$ cat config.mk
export PLATFORM = sky130hd
export DESIGN_NAME = intc_ctrl
export DESIGN_NICKNAME = d
export VERILOG_FILES = /design/src/rtl/intc_pkg.sv /design/src/rtl/intc_src_cond.sv /design/src/rtl/intc_regs.sv /design/src/rtl/intc_route.sv /design/src/rtl/intc_ctrl.sv
export SDC_FILE = /design/constraint.sdc
export NUM_CORES = 1
export LEC_CHECK = 0
export BUFFER_PORTS_ARGS = -buffer_cell sky130_fd_sc_hd__buf_2
export CAP_MARGIN = 20
export CELL_PAD_IN_SITES_DETAIL_PLACEMENT = 0
export CELL_PAD_IN_SITES_GLOBAL_PLACEMENT = 1
export CORE_MARGIN = 2
export CORE_UTILIZATION = 33
export DETAILED_ROUTE_END_ITERATION = 12
export GPL_ROUTABILITY_DRIVEN = 0
export PLACE_DENSITY = 0.61
export RECOVER_POWER = 100
export SYNTH_ARGS = -nofsm -noshare
export SYNTH_HDL_FRONTEND = slang
export SYNTH_SLANG_ARGS = --single-unit
export TNS_END_PERCENT = 20
$ cat constraint.sdc
create_clock -name clk -period 1.25 [get_ports clk]
set_input_delay 0.1875 -clock clk [delete_from_list [all_inputs] [get_ports clk]]
set_output_delay 0.1875 -clock clk [all_outputs]
set_load 0.05 [all_outputs]
$ cat src/rtl/intc_pkg.sv
package intc_pkg;

    localparam int DEF_SRC = 32;
    localparam int REG_AW  = 3;

    typedef enum logic [REG_AW-1:0] {
        REG_PEND   = 3'd0,
        REG_MASK   = 3'd1,
        REG_ROUTE  = 3'd2,
        REG_POL    = 3'd3,
        REG_SENSE  = 3'd4,
        REG_GATED  = 3'd5
    } reg_sel_e;

    typedef struct packed {
        logic             we;
        logic [REG_AW-1:0] addr;
    } reg_req_t;

    function automatic logic hits(input reg_req_t r, input reg_sel_e s);
        return r.we && (r.addr == s);
    endfunction

endpackage

$ cat src/rtl/intc_src_cond.sv
module intc_src_cond #(
    parameter int N = intc_pkg::DEF_SRC
) (
    input  logic         clk,
    input  logic         rst,
    input  logic [N-1:0] irq_raw,
    input  logic [N-1:0] pol,
    input  logic [N-1:0] sense,
    output logic [N-1:0] set_req
);
    for (genvar n = 0; n < N; n++) begin : g_src
        localparam int B = N - 1 - n;
        logic s1, s2, prev;
        logic act_now, act_prev;

        always_ff @(posedge clk) begin
            if (rst) begin
                s1   <= 1'b0;
                s2   <= 1'b0;
                prev <= 1'b0;
            end else begin
                s1   <= irq_raw[n];
                s2   <= s1;
                prev <= s2;
            end
        end

        always_comb begin
            act_now    = ~(s2 ^ pol[B]);
            act_prev   = ~(prev ^ pol[B]);
            set_req[B] = sense[B] ? (act_now & ~act_prev) : act_now;
        end

        AST_EDGE_SINGLE: assert property (@(posedge clk) disable iff (rst)
            ($past(!rst) && sense[B] && $past(sense[B]) && $stable(pol[B]) && $past(set_req[B]))
            |-> !set_req[B]) else $error("edge set lasted two cycles");
    end

endmodule

$ cat src/rtl/intc_regs.sv
module intc_regs
    import intc_pkg::*;
#(
    parameter int N = DEF_SRC
) (
    input  logic              clk,
    input  logic              rst,
    input  logic              we,
    input  logic [REG_AW-1:0] addr,
    input  logic [N-1:0]      wdata,
    input  logic [N-1:0]      set_req,
    output logic [N-1:0]      pend,
    output logic [N-1:0]      mask,
    output logic [N-1:0]      route,
    output logic [N-1:0]      pol,
    output logic [N-1:0]      sense,
    output logic [N-1:0]      rdata
);
    reg_req_t     req;
    logic [N-1:0] ack;

    always_comb begin
        req.we   = we;
        req.addr = addr;
        ack      = hits(req, REG_PEND) ? wdata : '0;
    end

    always_ff @(posedge clk) begin
        if (rst) begin
            pend  <= '0;
            mask  <= '0;
            route <= '0;
            pol   <= '0;
            sense <= '0;
        end else begin
            pend <= (pend & ~ack) | set_req;
            if (hits(req, REG_MASK))  mask  <= wdata;
            if (hits(req, REG_ROUTE)) route <= wdata;
            if (hits(req, REG_POL))   pol   <= wdata;
            if (hits(req, REG_SENSE)) sense <= wdata;
        end
    end

    always_comb begin
        case (addr)
            REG_PEND:  rdata = pend;
            REG_MASK:  rdata = mask;
            REG_ROUTE: rdata = route;
            REG_POL:   rdata = pol;
            REG_SENSE: rdata = sense;
            REG_GATED: rdata = pend & mask;
            default:   rdata = '0;
        endcase
    end

    AST_SET_WINS: assert property (@(posedge clk) disable iff (rst)
        $past(!rst) |-> ((pend & $past(set_req)) == $past(set_req)))
        else $error("set lost");

    AST_ACK_CLEARS: assert property (@(posedge clk) disable iff (rst)
        ($past(!rst) && $past(we && addr == REG_PEND))
        |-> ((pend & $past(wdata) & ~$past(set_req)) == '0))
        else $error("ack did not clear");

    AST_PEND_HOLDS: assert property (@(posedge clk) disable iff (rst)
        ($past(!rst) && !$past(we && addr == REG_PEND))
        |-> ((pend & $past(pend)) == $past(pend)))
        else $error("pending bit dropped without ack");

    AST_GATED_RO: assert property (@(posedge clk) disable iff (rst)
        ($past(!rst) && $past(we && addr == REG_GATED))
        |-> ($stable(mask) && $stable(route) && $stable(pol) && $stable(sense)))
        else $error("read-only write changed config");

endmodule

$ cat src/rtl/intc_route.sv
module intc_route #(
    parameter int N = intc_pkg::DEF_SRC
) (
    input  logic         clk,
    input  logic         rst,
    input  logic [N-1:0] pend,
    input  logic [N-1:0] mask,
    input  logic [N-1:0] route,
    output logic         irq_crit,
    output logic         irq_noncrit
);
    logic [N-1:0] gated;

    always_comb gated = pend & mask;

    always_ff @(posedge clk) begin
        if (rst) begin
            irq_crit    <= 1'b0;
            irq_noncrit <= 1'b0;
        end else begin
            irq_crit    <= |(gated & route);
            irq_noncrit <= |(gated & ~route);
        end
    end

    AST_CRIT_NEEDS_EN: assert property (@(posedge clk) disable iff (rst)
        irq_crit |-> ($past(!rst) && ($past(mask & route) != '0)))
        else $error("urgent output without enabled urgent source");

    AST_NONCRIT_NEEDS_PEND: assert property (@(posedge clk) disable iff (rst)
        irq_noncrit |-> ($past(!rst) && ($past(pend & ~route) != '0)))
        else $error("ordinary output without ordinary pending source");

endmodule

$ cat src/rtl/intc_ctrl.sv
module intc_ctrl
    import intc_pkg::*;
#(
    parameter int NUM_SRC = DEF_SRC
) (
    input  logic               clk,
    input  logic               rst,
    input  logic [NUM_SRC-1:0] irq_src,
    input  logic               reg_we,
    input  logic [REG_AW-1:0]  reg_addr,
    input  logic [NUM_SRC-1:0] reg_wdata,
    output logic [NUM_SRC-1:0] reg_rdata,
    output logic               irq_crit,
    output logic               irq_noncrit
);
    logic [NUM_SRC-1:0] set_req, pend, mask, route, pol, sense;

    intc_src_cond #(.N(NUM_SRC)) u_cond (
        .clk(clk), .rst(rst), .irq_raw(irq_src),
        .pol(pol), .sense(sense), .set_req(set_req)
    );

    intc_regs #(.N(NUM_SRC)) u_regs (
        .clk(clk), .rst(rst), .we(reg_we), .addr(reg_addr), .wdata(reg_wdata),
        .set_req(set_req), .pend(pend), .mask(mask), .route(route),
        .pol(pol), .sense(sense), .rdata(reg_rdata)
    );

    intc_route #(.N(NUM_SRC)) u_route (
        .clk(clk), .rst(rst), .pend(pend), .mask(mask), .route(route),
        .irq_crit(irq_crit), .irq_noncrit(irq_noncrit)
    );

    AST_RESET_QUIET: assert property (@(posedge clk)
        $past(rst) |-> (!irq_crit && !irq_noncrit))
        else $error("output high right after reset");

endmodule

# Word level (Yosys, flattened, before mapping)
# Index checks and enable logic that the tools add are counted.
[classes] add_sub_neg=0 mul=0 div=0 order_cmp=0 n_eq_ne=5 n_shift=0 muxes=34 bitwise_logic=135 reduce_logical=8
[op_table] op="32-bit case mux with 6 select lines" n=1
[op_table] op="32-bit bitwise AND" n=4
[op_table] op="32-bit NOT" n=2
[op_table] op="32-bit OR reduction" n=2
[op_table] op="1-bit XOR" n=64
[op_table] op="1-bit bitwise AND" n=32
[op_table] op="1-bit two-way mux" n=32
[op_table] op="32-bit two-way mux" n=1
[op_table] op="1-bit NOT" n=32
[op_table] op="32-bit OR" n=1
[op_table] op="3-bit by 2-bit == test with 1-bit output (second input constant)" n=2
[op_table] op="3-bit == test (second input constant)" n=2
[op_table] op="1-bit logical AND" n=5
[op_table] op="3-bit by 1-bit == test with 1-bit output (second input constant)" n=1
[op_table] op="3-bit logical NOT" n=1
[totals] reg_bits=258 latch_bits=0 mem_bits_rw=0 rom_bits=0 inputBits=70 output_inout_bits=34 wordCells=285 memories=0

# Longest topological paths before layout
[depth] ltp_word=6 depth_mapped=7 depth_no_buf=4

# By module
# From an unflattened synthesis, not the netlist that was laid out.
[hier_totals] cells_unflattened=1327 hier_area_um2=11213.3
[modules_own_cells] mod="intc_regs" instances=1 cells_each=901 area_each_um2=7231.9 seq_area_each_um2=3203.1
[modules_own_cells] mod="intc_src_cond" instances=1 cells_each=330 area_each_um2=3440.8 seq_area_each_um2=1921.8
[modules_own_cells] mod="intc_route" instances=1 cells_each=96 area_each_um2=540.5 seq_area_each_um2=40.0

# Worst setup path before layout
# Ideal clock, no wire load.
[synth_path] path_kind="input to output" startpoint="input port reg_addr[2]" endpoint="output port reg_rdata[11]" arrival_ns=2.036 required_time_ns=1.062 slack_ns=-0.974 stages=6 n_path_buf=3 cell_sequence="buf_6 -> buf_6 -> buf_6 -> nor2b_1 -> a21oi_1 -> o21ai_0"
[synth_via] elab_chain_cells=2 elab_cells_between_ends=7 cone_classes="eq/ne (5); mux (1); reduce/logical (1)"
[synth_rtl] element="from (decl)" line_no="intc_ctrl.sv:10" text="input logic [REG_AW-1:0] reg_addr,"
[synth_rtl] element="3-bit == test (tied with other cells)" line_no="intc_regs.sv:45" text="case (addr)"
[synth_rtl] element="32-bit case mux with 6 select lines (*)" line_no="intc_regs.sv:45"
[synth_rtl] element="to (decl)" line_no="intc_ctrl.sv:12" text="output logic [NUM_SRC-1:0] reg_rdata,"
# Every way passes the cells marked *; elsewhere a longest branch is shown, timed or not.

# Worst setup path after layout
[layout_path] startpoint="register u_regs.pend[4]" endpoint="output port reg_rdata[4]"
[layout_via] elab_chain_cells=2
[layout_rtl] element="from (decl)" line_no="intc_regs.sv:12" text="output logic [N-1:0] pend,"
[layout_rtl] element="from (signal assigned)" line_no="intc_regs.sv:36" text="pend <= (pend & ~ack) | set_req;"
[layout_rtl] element="32-bit bitwise AND" line_no="intc_regs.sv:51" text="REG_GATED: rdata = pend & mask;"
[layout_rtl] element="32-bit case mux with 6 select lines (*)" line_no="intc_regs.sv:45"
# Marks and branches as above.

==> metrics.txt <==
area share of the leading cell type in the synthesized netlist=47.9%; Final WS setup=-752 ps; Setup CP Type=reg2out; # IOs=104; CP max-delay cell=a221o_2; Die X-Extent=between 150 and 200 um; Seq cells post-synth=258; top post-synthesis cells by area=dfxtp_1 48%, nand2_1 14%, a21oi_1 7.8%; 1st-pass router iterations=5; largest net degree at the start of global routing=66; first-pass GRT wire length=between 50 and 60 mm; Synth Warn #=0; Post-synth top cells=395 x nand2_1, 258 x dfxtp_1, 168 x a21oi_1; maximum vdd drop=slightly above 1000 uV; failing checks=negative setup slack; DR iter-0 viols=a little under 700; adder-cell share of the synthesized area=0%; GR Overflow Total=0; Root Buffer=clkbuf_16; CTS tree=built; Gate Count Post-Synth=1333; fin crit share=160%; number of global-route vias before repair=slightly above 10000; run status=finished with violations; hold crit path type=in2reg; critical path launch point type=flop; PD cells=1260 mW/mm2; Rel. slew slack=approximately 63%; drt wl/cell=17.9 um; Synthesized Nets=1403; post-synthesis mux area share=2.22%; diode count=0; count leader, synth=nand2_1; Core Rows=66; max cap viols=0; CP arrival=around 1800 ps; sequential-to-total area share from yosys stat=a little under half; critical path, cell by cell=nand2b_4 -> a32o_1 -> a221o_2 -> buf_8; die footprint=0.0341 mm2; top_reg_cell synth=dfxtp_1; main combinational cell family by area after synthesis=simple AND/OR/NAND/NOR gates; clk buf depth=3; initial antenna violation count=0; f_max=0.499 GHz; Tmin final=2000 ps; Synth Area in Compound Gates=17.8%; Num CTS Buffers=30; simple-gate share of the synthesized area=27.6%; Initial Util=around a third; Post-synth ARST share=0%; fin. max-slew vios=0; synthesized cell area=0.0108 mm2; Setup crit end kind=output port; Remaining DRCs=0; Chip Height=between 150 and 200 um; design area=0.0160 mm2; Worst Clk Skew=15.7 ps; Total GRT Usage=between 20% and 30%; synth unique cells=35; insertion delay to the later sink of the worst-skew pair=approximately 570 ps; port buffer count=just over 100; Worst path max stage delay=380 ps; DRT antenna net count=0; worst-margin pin slew=548 ps; Final Net Count=1744; CP Max Fanout=3; core area=between 0.03 and 0.04 mm2; dpl cell area=0.0136 mm2; Final Hold Vio Count=0; Sink Count=between 200 and 300; Setup Viol. Count Final=35; routed wire length=38.3 mm; vias post-DR=10500; CTS clock-pin slew for the worst setup and hold paths=60 ps; fillers=roughly 3200; H-tree Lvls=1; post-DP HPWL=between 20 and 30 mm; Yosys top cell by area=dfxtp_1; placed cells=2003; Post-synth EDFFs=0; layout cells sized above 1=30.1%; CP required=1060 ps; vias per inst=4.92; Non-Filler Instances=2140; Syn Area/Cell=8.09 um2; Leak=around 6.2 nW; Post-Synth XOR/XNOR Area=0%; unrepaired setup endpoints after global routing=yes; Synth-to-Final Area Change=48.2%
path summary, 6_finish.rpt:
check | from | cells past startpoint | to | slack (ps)
setup / recovery | u_regs.pend[4] | 4 | reg_rdata[4] | -750
setup reg to reg | u_regs.pend[23] | 6 | u_route.irq_noncrit | -250
hold reg to reg | u_cond.g_src[18].s1 | 1 | u_cond.g_src[18].s2 | 420
hold / removal | irq_src[8] | 3 | u_cond.g_src[8].s1 | 360
through the flow:
stage	setup TNS [ps]	worst slack [ps]	hold WS [ps]	utilization, %	power, W
after floorplan	-7190	-254	316	-	0.0101
after global placement	-71700	-743	397	42.1	0.0110
after detailed placement	-71090	-731	400	42.1	0.0111
after CTS	-22170	-767	335	49.0	0.0203
after global routing	-23900	-804	354	49.3	0.0209
final	-21480	-752	357	49.3	0.0201
cell type report:
cell class | count | area (um2) | area share (%)
Multi-Input combinational cell | 985 | 5800 | 36.3
Timing Repair Buffer | 397 | 3400 | 21.3
Clock buffer | 40 | 868 | 5.44
Tap cell | 442 | 553 | 3.46
Clock inverter | 16 | 135 | 0.846
Inverter | 2 | 7.51 | 0.0470
Sequential cell | 258 | 5220 | 32.6
cells by family after synthesis:
group / after synthesis
compound gates: 312
mux: 22
simple gates: 651
buf+inv: 90
flops: 258
metal layers:
metal	vias to the layer above	global-route usage [%]	part of all wire, %
li1	5280	-	-
met1	4985	29.7	47
met3	62	2.41	3.2
met4	0	6.89	3.3
met5	-	0	0
met2	207	37.7	47
cell usage in the layout (no fill, tap or decap), types with 28 or more instances in the layout:
cell / instances
nor3_1: 33
buf_6: 28
nand3_1: 32
buf_4: 198
clkbuf_16: 30
dlygate4sd3_1: 66
a21oi_1: 164
dfxtp_1: 228
a31oi_1: 32
nand2_1: 395
buf_2: 66
nor2b_1: 130
sequential cells by signal (all words and copies together) (netlist names):
| register | cells |
|---|---|
| u_cond.g_src.s2 | 32 |
| u_regs.route | 32 |
| u_route.irq_crit | 1 |
| u_regs.mask | 32 |
| u_regs.pol | 32 |
| u_regs.sense | 32 |
| u_regs.pend | 32 |
| u_route.irq_noncrit | 1 |
| u_cond.g_src.s1 | 32 |
| u_cond.g_src.prev | 32 |
report_power, final:
| group | total, W | switching [W] | internal [W] | leakage (nW) |
|---|---|---|---|---|
| Sequential | 0.00873 | 0.000207 | 0.00853 | 2.12 |
| Clock | 0.00883 | 0.00374 | 0.00510 | 0.495 |
| Combinational | 0.00255 | 0.00137 | 0.00118 | 3.59 |
| Total | 0.0201 | 0.00531 | 0.0148 | 6.20 |
worst max-delay path, delay by kind of cell (launching register included):
kind	cells	cell delay (ps)
AND/OR/NAND/NOR	1	130
AO/OA/AOI/OAI	2	610
buffers and inverters	1	160
flip-flops	1	350
what timing repair did:
item / in CTS / in global routing
endpoints found under the hold margin: 193 / 0
hold buffers: 66 / 0
endpoints found under the setup margin: 36 / 36
pin swaps: 19 / 16
gates resized for setup: 129 / 29
buffers inserted: 10 / 5
Power figures use the tool's default switching activity.
